[config.mk]
export PLATFORM = sky130hd
export DESIGN_NAME = cursor_arm_top
export DESIGN_NICKNAME = d
export VERILOG_FILES = /design/src/rtl/cursor_arm_pkg.sv /design/src/rtl/cursor_arm_decode.sv /design/src/rtl/cursor_arm_shadow.sv /design/src/rtl/cursor_arm_active.sv /design/src/rtl/cursor_arm_top.sv
export SDC_FILE = /design/constraint.sdc
export NUM_CORES = 1
export LEC_CHECK = 0
export BUFFER_PORTS_ARGS = -buffer_cell sky130_fd_sc_hd__clkbuf_2
export CAP_MARGIN = 20
export CORE_MARGIN = 8
export CORE_UTILIZATION = 45
export DETAILED_ROUTE_END_ITERATION = 8
export GPL_ROUTABILITY_DRIVEN = 0
export HOLD_SLACK_MARGIN = 0.15
export PLACE_DENSITY = 0.67
export SYNTH_ARGS = -nofsm -noshare
export SYNTH_HDL_FRONTEND = slang
export SYNTH_SLANG_ARGS = --single-unit
[constraint.sdc]
create_clock -name clk -period 2 [get_ports clk]
set_input_delay 0.3 -clock clk [delete_from_list [all_inputs] [get_ports clk]]
set_output_delay 0.3 -clock clk [all_outputs]
set_load 0.05 [all_outputs]
[src/rtl/cursor_arm_pkg.sv]
package cursor_arm_pkg;
  localparam int NUM_REGS = 4;
  typedef enum logic [1:0] {
    REG_CTRL = 2'd0,
    REG_POS  = 2'd1,
    REG_BASE = 2'd2,
    REG_SIZE = 2'd3
  } reg_sel_e;
endpackage

[src/rtl/cursor_arm_decode.sv]
module cursor_arm_decode
  import cursor_arm_pkg::*;
#(
  parameter int ADDR_W = 3,
  parameter bit LEGACY = 1'b0
) (
  input  logic                wr_en,
  input  logic [ADDR_W-1:0]   wr_addr,
  input  logic                act_on,
  output logic [NUM_REGS-1:0] accept,
  output logic                arm_set,
  output logic                arm_clr
);
  logic hit;
  logic lock;
  logic ctrl_arms;

  assign hit = wr_en && (wr_addr < ADDR_W'(NUM_REGS));

  generate
    if (LEGACY) begin : g_legacy
      assign lock      = act_on;
      assign ctrl_arms = 1'b1;
    end else begin : g_plain
      assign lock      = 1'b0;
      assign ctrl_arms = !act_on;
    end
  endgenerate

  for (genvar i = 0; i < NUM_REGS; i++) begin : g_acc
    localparam bit LOCKABLE = (i == int'(REG_BASE)) || (i == int'(REG_SIZE));
    assign accept[i] = hit && (wr_addr[1:0] == 2'(i)) && !(LOCKABLE && lock);
  end

  assign arm_set = accept[REG_BASE] || (accept[REG_CTRL] && ctrl_arms);
  assign arm_clr = (|accept) && !arm_set;

  // unmapped addresses produce no decision
  always_comb begin
    a_r10_unmapped: assert (!(wr_en && wr_addr >= ADDR_W'(NUM_REGS)) || (accept == '0));
  end
endmodule

[src/rtl/cursor_arm_shadow.sv]
module cursor_arm_shadow
  import cursor_arm_pkg::*;
#(
  parameter int DATA_W = 32
) (
  input  logic                             clk,
  input  logic                             rst_n,
  input  logic [NUM_REGS-1:0]              accept,
  input  logic [DATA_W-1:0]                wr_data,
  output logic [NUM_REGS-1:0][DATA_W-1:0]  pend
);
  for (genvar i = 0; i < NUM_REGS; i++) begin : g_reg
    always_ff @(posedge clk or negedge rst_n) begin
      if (!rst_n)         pend[i] <= '1;
      else if (accept[i]) pend[i] <= wr_data;
    end

    // a pending word moves only on its own accepted write
    a_r7_pend_hold: assert property (@(posedge clk) disable iff (!rst_n)
      !accept[i] |=> $stable(pend[i]));
  end
endmodule

[src/rtl/cursor_arm_active.sv]
module cursor_arm_active
  import cursor_arm_pkg::*;
#(
  parameter int DATA_W = 32
) (
  input  logic                             clk,
  input  logic                             rst_n,
  input  logic                             vblank,
  input  logic                             arm_set,
  input  logic                             arm_clr,
  input  logic [NUM_REGS-1:0][DATA_W-1:0]  pend,
  output logic [NUM_REGS-1:0][DATA_W-1:0]  act,
  output logic                             armed
);
  logic vb_q;
  logic xfer;

  assign xfer = vblank && !vb_q && armed;

  always_ff @(posedge clk or negedge rst_n) begin
    if (!rst_n) begin
      vb_q  <= 1'b0;
      armed <= 1'b0;
      act   <= '0;
    end else begin
      vb_q <= vblank;
      if (xfer) act <= pend;
      if (arm_set)               armed <= 1'b1;
      else if (arm_clr || xfer)  armed <= 1'b0;
    end
  end

  a_r2_arm: assert property (@(posedge clk) disable iff (!rst_n)
    arm_set |=> armed);
  a_r4_cancel: assert property (@(posedge clk) disable iff (!rst_n)
    arm_clr |=> !armed);
  a_r5_clear: assert property (@(posedge clk) disable iff (!rst_n)
    (xfer && !arm_set) |=> !armed);
  a_r5_hold: assert property (@(posedge clk) disable iff (!rst_n)
    !xfer |=> $stable(act));
  a_r5_idle: assert property (@(posedge clk) disable iff (!rst_n)
    (!arm_set && !arm_clr && !xfer) |=> $stable(armed));
endmodule

[src/rtl/cursor_arm_top.sv]
module cursor_arm_top
  import cursor_arm_pkg::*;
#(
  parameter int ADDR_W = 3,
  parameter int DATA_W = 32,
  parameter int DIM_W  = 12,
  parameter int MODE_W = 3,
  parameter bit LEGACY = 1'b0
) (
  input  logic              clk,
  input  logic              rst_n,
  input  logic              wr_en,
  input  logic [ADDR_W-1:0] wr_addr,
  input  logic [DATA_W-1:0] wr_data,
  input  logic              vblank,
  output logic [DATA_W-1:0] act_ctrl,
  output logic [DATA_W-1:0] act_pos,
  output logic [DATA_W-1:0] act_base,
  output logic [DATA_W-1:0] act_size,
  output logic [DIM_W-1:0]  act_width,
  output logic [DIM_W-1:0]  act_height,
  output logic              cursor_on,
  output logic              armed
);
  localparam int HEIGHT_LSB = DIM_W;

  logic [NUM_REGS-1:0]             accept;
  logic                            arm_set;
  logic                            arm_clr;
  logic [NUM_REGS-1:0][DATA_W-1:0] pend;
  logic [NUM_REGS-1:0][DATA_W-1:0] act;

  cursor_arm_decode #(.ADDR_W(ADDR_W), .LEGACY(LEGACY)) u_decode (
    .wr_en   (wr_en),
    .wr_addr (wr_addr),
    .act_on  (cursor_on),
    .accept  (accept),
    .arm_set (arm_set),
    .arm_clr (arm_clr)
  );

  cursor_arm_shadow #(.DATA_W(DATA_W)) u_shadow (
    .clk     (clk),
    .rst_n   (rst_n),
    .accept  (accept),
    .wr_data (wr_data),
    .pend    (pend)
  );

  cursor_arm_active #(.DATA_W(DATA_W)) u_active (
    .clk     (clk),
    .rst_n   (rst_n),
    .vblank  (vblank),
    .arm_set (arm_set),
    .arm_clr (arm_clr),
    .pend    (pend),
    .act     (act),
    .armed   (armed)
  );

  assign act_ctrl   = act[REG_CTRL];
  assign act_pos    = act[REG_POS];
  assign act_base   = act[REG_BASE];
  assign act_size   = act[REG_SIZE];
  assign act_width  = act_size[DIM_W-1:0];
  assign act_height = act_size[HEIGHT_LSB +: DIM_W];
  assign cursor_on  = |act_ctrl[MODE_W-1:0];

  // in the legacy variant a base write while on leaves the pending base alone
  if (LEGACY) begin : g_lock_chk
    a_r7_locked_base: assert property (@(posedge clk) disable iff (!rst_n)
      (cursor_on && wr_en && wr_addr == ADDR_W'(REG_BASE)) |=> $stable(pend[REG_BASE]));
  end
endmodule

# After elaboration in Yosys (flattened, before gate mapping)
# Index checks and enable logic that the tools add are counted.
[totals]
reg_bits = 258
latch_bits = 0
mem_bits_rw = 0
rom_bits = 0
out_inout_bits = 154
elab_cells = 34
n_memories = 0
[classes]
add_sub_neg = 0
mul = 0
div_mod_pow = 0
magnitude_cmp = 1
eq_ne = 3
shifts = 0
n_mux = 2
bitwise_logic = 0
n_reduce_logical = 18
[ops]
columns = ["cell", "count"]
rows = [
  ["1-bit logical AND", 9],
  ["2-bit == test, second input constant", 2],
  ["4-bit OR reduction", 1],
  ["1-bit logical NOT", 3],
  ["3-bit less-than comparator, second input constant", 1],
  ["3-bit OR reduction", 1],
  ["2-bit by 1-bit == test with 1-bit output, second input constant", 1],
  ["2-bit logical NOT", 1],
  ["1-bit logical OR", 2],
  ["1-bit two-way mux", 2],
  ["2-bit nonzero test", 1],
]

# Depth between registers and ports, before layout
# Gate-level depths: netlist of the first run.
[logic_depth]
word_depth = 10
mapped_depth = 5
depth_no_buf = 3

# Modules after synthesis
# A second synthesis of the first run with hierarchy kept.
[hier_totals]
hier_cells = 583
area_unflattened_um2 = 11056.9
[by_module_without_submodules]
columns = ["mod", "instances", "cells_per_inst", "area_per_inst_um2", "seq_area_each_um2"]
rows = [
  ["cursor_arm_shadow", 1, 272, 5540.3, 3363.2],
  ["cursor_arm_active", 1, 276, 5266.3, 3253.1],
  ["cursor_arm_top", 1, 25, 186.4, 0.0],
  ["cursor_arm_decode", 1, 10, 63.8, 0.0],
]

# Worst setup path after synthesis of the first run
# OpenSTA, ideal clock, no wires.
[synth_timing]
path_kind = "reg2reg"
start = "register u_active.armed"
end = "register u_active.act[100] (netlist bit)"
setup_ns = 0.125
arrival_time_ns = 1.536
t_required_ns = 1.875
setup_slack_ns = 0.339
stages_incl_launch_ff = 5
path_cell_list = "dfrtp_1 nand3b_1 clkbuf_1 buf_2 mux2_2"
[synth_via]
elab_chain_cells = 1
[synth_lines]
columns = ["element", "line_no", "source"]
rows = [
  ["start, declared", "cursor_arm_active.sv:13", "output logic armed"],
  ["start signal, assigned", "cursor_arm_active.sv:23", "armed <= 1'b0;"],
  ["start signal, assigned", "cursor_arm_active.sv:28", "if (arm_set) armed <= 1'b1;"],
  ["start signal, assigned", "cursor_arm_active.sv:29", "else if (arm_clr || xfer) armed <= 1'b0;"],
  ["1-bit logical AND", "cursor_arm_active.sv:18", "assign xfer = vblank && !vb_q && armed;"],
  ["end signal, assigned", "cursor_arm_active.sv:27", "if (xfer) act <= pend;"],
  ["end, declared", "cursor_arm_active.sv:12", "output logic [NUM_REGS-1:0][DATA_W-1:0] act,"],
]
# No other way between the ends.
# A chain may end at the register's enable or synchronous reset.

# Final worst setup path of the first run
[layout_timing]
start = "register u_active.act[1] (netlist bit)"
end = "output port cursor_on"
[layout_via]
elab_chain_cells = 1
[layout_lines]
columns = ["element", "line_no", "source"]
rows = [
  ["3-bit OR reduction", "cursor_arm_top.sv:67", "assign cursor_on = |act_ctrl[MODE_W-1:0];"],
  ["end, declared", "cursor_arm_top.sv:22", "output logic cursor_on,"],
]
# No other way between the ends.

==> results of run 1 <==
[kinds of logic (layout without fill, tap and decap cells)]
kind of cell | Yosys count | count (layout) | share of synthesized area, %
multiplexers | 256 | 256 | 28.9
buffers and inverters | 51 | 284 | 3.76
flip-flops | 258 | 258 | 66.1
AO/OA/AOI/OAI | 1 | 1 | 0.0626
AND/OR/NAND/NOR | 10 | 10 | 1.15
[stage by stage]
stage          setup WS (ns)  std cells
4_1_cts               0.0701       1089
2_1_floorplan          0.339        576
5_1_grt               0.0387       1089
3_5_place_dp           0.459       1006
3_3_place_gp           0.493       1006
6_report              0.0955       1089
[synthesized netlist by cell type (2+ instances only)]
| library cell | n |
|---|---|
| dfstp_2 | 128 |
| buf_4 | 24 |
| dfrtp_1 | 130 |
| mux2_2 | 252 |
| buf_2 | 16 |
| mux2_1 | 2 |
| buf_6 | 10 |
| mux2_4 | 2 |
[how the worst max path moves through the flow]
stage | cells past startpoint | endpoint | slack (ns) | start
finish | 2 | cursor_on | 0.1 | u_active.act[1]
global route | 2 | cursor_on | 0.04 | u_active.act[1]
CTS | 2 | cursor_on | 0.07 | u_active.act[1]
detailed placement | 4 | u_active.act[79] | 0.46 | vblank
global placement | 4 | u_shadow.pend[15] | 0.49 | wr_addr[1]
floorplan | 4 | u_active.act[100] | 0.34 | u_active.armed
[flip-flops by register name, indices dropped and copies added, names as in the netlist]
signal and count:
u_shadow.pend 128, u_active.act 128, u_active.vb_q 1, u_active.armed 1
[metal layers]
| metal | track usage (%) | up-vias | part of all wire (%) |
|---|---|---|---|
| li1 | - | 2434 | - |
| met1 | 19.5 | 2809 | 43 |
| met2 | 24.9 | 134 | 48 |
| met3 | 4.29 | 21 | 7.6 |
| met4 | 3.19 | 0 | 1.2 |
| met5 | 0 | - | 0 |
[placed cells by master, fill, tap and decap left out, types with 2 or more instances in the layout]
master	count
clkbuf_16	27
dfrtp_1	130
mux2_2	252
clkinv_2	3
mux2_4	2
mux2_1	2
clkbuf_2	191
clkbuf_8	3
clkbuf_1	15
buf_12	9
dlygate4sd3_1	34
dfstp_2	128
[layout make-up]
| type | count | area [sq um] |
|---|---|---|
| Clock buffer | 45 | 773 |
| Clock inverter | 4 | 45.0 |
| Fill cell | 1719 | 9540 |
| Multi-Input combinational cell | 267 | 3010 |
| Sequential cell | 258 | 6620 |
| Tap cell | 280 | 350 |
| Timing Repair Buffer | 235 | 1490 |
[worst min-delay path: stages]
cell      delay (ns)
clkbuf_2        0.14
nand2b_4        0.10
a31oi_1         0.08
nand2_1         0.06
==> out/qor.yml, run 1 <==
antenna_left: 0
hold_violations: 0
max_stage_delay_ns: 0.44
route.detailed.drc: 0
yosys_warnings: 0
postCtsHoldBufs: 34
cap_viol_max_count: 0
core_sq_um: 21800
hold_class: "input pin to register"
drt_iter0_drc: 103
fmaxAchievable_mhz: 525
rrSetupSlack_ns: 0.44
async_flop_share_pct: 100
die_area_sq_um: 27300
crit_chain: "or3_1 -> clkbuf_2"
cts_tree: "done"
num_io_pins: 193
hold_depth: 4
reg2regPathDepth: 3
status: "complete, no violations"
start_util_pct: 45.8
rows: 54
ys_ff_latch: 258
grt_pass1_vias: 6068
die-height_microns: 165
fin_skew_ns: 0.00678
cts_buffers: 27
critical_path_arrival_ns: 1.60
fin_nets: 828
placement.io_buffers: 192
place_area_sq_um: 11100
period_minus_slack_ns: 1.90
timing.setup.tns_ns: 0
wl_per_cell_microns: 18.7
syn_nets: 615
drv_slew: 0
area_delta_synth_final_pct: 22.8
synth_edf_count: 0
drt-vias-per-instance: 4.96
clkSinkCount: 258
grt_max_degree: 83
fin_crit_sh_pct: 95.2
syn_inst: 576
post_cts_resized: 0
synth_top_area_cell: "dfstp_2"
hold_ws_ns: 0.203
path_class: "register to primary output"
rsz0062_at_grt: "false"
antenna_found_initial: 0
yosysTopAreaCellShare_pct: 33.6
ys_types: 20
drt_wl_total_mm: 20.4
slowest_stage: "or3_1"
grt_pass1_wl_mm: 33.0
post_cts_buffers: 0
dieWidth_microns: 165
maxSlewHeadroom_pct: 72.2
utilization_pct: 56.3
worst-endpoint-required_ns: 1.70
vias: 5398
reg2reg_from: "u_active.armed"
drt_first_pass_iters: 3
clock_latency_ns: 0.51
ys_top_cells_by_area: "dfstp_2, dfrtp_1, mux2_2"
end_kind: "primary output"
clockRootBuffer: "clkbuf_16"
place_hpwl_mm: 13.4
synth.cell_area_sq_um: 10000
setup_viol_count_final: 0
fin_area_sq_um: 12300
hold_start: "wr_en"
htree_levels: 1
whs_endpoint: "u_active.armed"
grt-ovfl-total: 0
path_delay_family: "simple AND/OR/NAND/NOR gates"
startpoint_type: "register"
crit_buf_inv: 1
grtUsageTotal_pct: 15.1
crit_fanout: 3
clk_pin_slew_worst_paths_ns: 0.06
avgSynthCellArea_sq_um: 17.4
diodes: 0
r2r_end: "u_active.act[9]"
ys_seq_area_share_pct: 66.1
drive_gt1_share_pct: 76.9
synth_ff_type: "dfrtp_1"
cts.path.max_buffers: 3
worst_pin_slew_ns: 0.417
Power of run 1 is left out: the tool's default activity adds up to more than one toggle a clock period on the data nets, which glitch-free logic cannot reach.
==> inputs of run 2 (changes only) <==
--- a/config.mk
+++ b/config.mk
@@ -5,6 +5,7 @@
 export SDC_FILE = /design/constraint.sdc
 export NUM_CORES = 1
 export LEC_CHECK = 0
+export ABC_AREA = 1
 export BUFFER_PORTS_ARGS = -buffer_cell sky130_fd_sc_hd__clkbuf_2
 export CAP_MARGIN = 20
 export CORE_MARGIN = 8
==> run 2 against run 1 <==
Effect of this change: sequential share of layout area shrank 0.85 points; hold slack gained 0.014 ns; first-iteration DRC count grew to 4.5 times the previous value; fmax up 5.2%; routed wire length grew 13%; synthesized area grew 0.73%; global-route usage grew 1.4 points; cell count up 41%; largest cell class unchanged.
==> out/qor.yml, run 2 <==
fin_area_sq_um: 12500
drt_first_pass_iters: 5
clk_pin_slew_worst_paths_ns: 0.06
fin_cells: 1537
maxSlewHeadroom_pct: 57.3
slowest_stage: "dfrtp_1"
clock_latency_ns: 0.52
clockRootBuffer: "clkbuf_16"
cts_buffers: 27
fmaxAchievable_mhz: 552
grt-ovfl-total: 0
critical_path_arrival_ns: 1.51
p_int_mw: 11.2
core_sq_um: 21900
clkPwrFrac_pct: 24.6
syn_inst: 1031
drt-vias-per-instance: 4.67
ys_ff_latch: 258
fin_skew_ns: 0.0129
synth_top_area_cell: "dfstp_2"
place_area_sq_um: 11300
post-place-ws_ns: 0.473
die_area_sq_um: 27400
setup_viol_count_final: 0
p_per_area_nw_per_um2: 1560
syn_nets: 1070
p_total_mw: 19.4
yosys_warnings: 0
avgSynthCellArea_sq_um: 9.77
power.share.combinational_pct: 34.9
synthTopCellsByCount: "nand2_1, o21ai_0, inv_1"
crit_buf_inv: 3
hold_class: "input pin to register"
utilization_pct: 57.0
crit_chain: "inv_1 -> nand2_1 -> nor2_1 -> inv_1 -> clkbuf_2"
final_common_cell: "nand2_1"
end_kind: "primary output"
startpoint_type: "register"
crit_fanout: 2
hold_ws_ns: 0.218
diodes: 0
synth.cell_area_sq_um: 10100
most-common-layout-cells: "nand2_1, o21ai_0, clkbuf_2, inv_1, dfrtp_1"
timing.setup.tns_ns: 0
rsz0062_at_grt: "false"
area_delta_synth_final_pct: 23.9
ys_types: 19
start_util_pct: 46.0
synth_edf_count: 0
drive_gt1_share_pct: 32.4
synth_most_common_cell: "nand2_1"
grt_pass1_wl_mm: 38.5
drt_wl_total_mm: 23.0
ys_seq_area_share_pct: 65.7
worst_slack_ns: 0.189
synth_ff_type: "dfrtp_1"
irDropWorstVdd_uv: 1020
worst-endpoint-required_ns: 1.70
antenna_left: 0
p_leak_nw: 6.25
ys_top_cells_by_area: "dfstp_2, dfrtp_1, o21ai_0"
vias: 7185
grt_pass1_vias: 7275
place_hpwl_mm: 15.6
dieWidth_microns: 166
placement.io_buffers: 192
period_minus_slack_ns: 1.81
post_cts_resized: 0
yosysTopAreaCellShare_pct: 33.4
grtUsageTotal_pct: 16.5
worst_pin_slew_ns: 0.641
status: "complete, no violations"
cap_viol_max_count: 0
drv_slew: 0
async_flop_share_pct: 100
wl_per_cell_microns: 15.0
dp.cells: 1454
switching_power_mw: 8.24
max_stage_delay_ns: 0.39
cts_tree: "done"
fillers: 1899
path_delay_family: "flip-flops"
drt_iter0_drc: 466
path_class: "register to primary output"
power.share.sequential_pct: 40.5
grt_max_degree: 72
largestRegisters: "u_active.act (128), u_shadow.pend (128)"
fin_crit_sh_pct: 90.5
switching_share_pct: 42.4
clkSinkCount: 258
route.detailed.drc: 0
hold_violations: 0
fin_nets: 1276
cts.path.max_buffers: 3
rows: 54
die-height_microns: 166
antenna_found_initial: 0
htree_levels: 1
num_io_pins: 193
cpMostUsedCell: "inv_1"
## run 2: cell types whose count changed in the layout (fill, tap and decap cells not counted), moves of 5 or more
cell and change:
mux2_2 -252, o21ai_2 +9, o21ai_0 +229, buf_4 +18, nor2_1 +7, clkbuf_1 -10, inv_1 +166, clkbuf_8 +5
nand2_1 +258, o21ai_1 +16
## run 2: cell type report
type	instances	area [sq um]	share of cell area (%)
clock buffer	40	805	6.44
clock inverter	9	52.6	0.421
inverter	166	623	4.99
multi-input combinational	530	2390	19.2
sequential	258	6620	53.0
tap	280	350	2.81
timing repair buffer	254	1650	13.2
## run 2: what timing repair did
| action | 4_1_cts | 5_1_grt |
|---|---|---|
| endpoints found under the hold margin | 172 | 0 |
| setup buffers | 0 | 0 |
| hold buffers | 34 | 0 |
## run 2: routing by layer
metal | global-route usage [%] | wire, microns | part of all wire (%) | vias to the layer above
met3 | 4.19 | 1620 | 7.0 | 42
met4 | 4.51 | 495 | 2.2 | 0
li1 | - | - | - | 3588
met1 | 22.5 | 10600 | 46 | 3358
met2 | 25.7 | 10300 | 45 | 197
met5 | 0 | 0 | 0 | -
## run 2: cells by family after synthesis
kind of cell / count (synthesis) / share of synthesized area, %
AO/OA/AOI/OAI: 256 / 13.0
buffers and inverters: 243 / 10.8
flip-flops: 258 / 65.7
AND/OR/NAND/NOR: 274 / 10.5
## run 2: worst paths after layout
kind	startpoint	end	slack [ns]	depth (start not counted)
worst max-delay path	u_active.act[0]	cursor_on	0.19	5
min in group asynchronous	rst_n	u_active.act[88]	0.34	2
worst min-delay path	wr_en	u_active.armed	0.22	4
worst min register to register	u_shadow.pend[87]	u_shadow.pend[87]	0.47	2
max in group asynchronous	rst_n	u_shadow.pend[118]	0.91	3
worst max register to register	u_active.vb_q	u_active.act[43]	0.46	5
## run 2: power by group through the flow
| stage | Sequential (mW) | Clock, mW | Combinational [mW] |
|---|---|---|---|
| floorplan | 10.9 | 0 | 2.13 |
| global placement | 7.92 | 0 | 6.69 |
| detailed placement | 7.93 | 0 | 6.82 |
| CTS | 7.87 | 4.91 | 6.88 |
| global route | 8.04 | 5.12 | 7.28 |
| finish | 7.87 | 4.77 | 6.78 |
## run 2: worst register-to-register path, delay by kind of cell (launching register included)
family / cells / cell delay (ns)
AND/OR/NAND/NOR: 2 / 0.48
flip-flops: 1 / 0.36
AO/OA/AOI/OAI: 1 / 0.09
buffers and inverters: 2 / 0.47
Power figures use the tool's default switching activity.
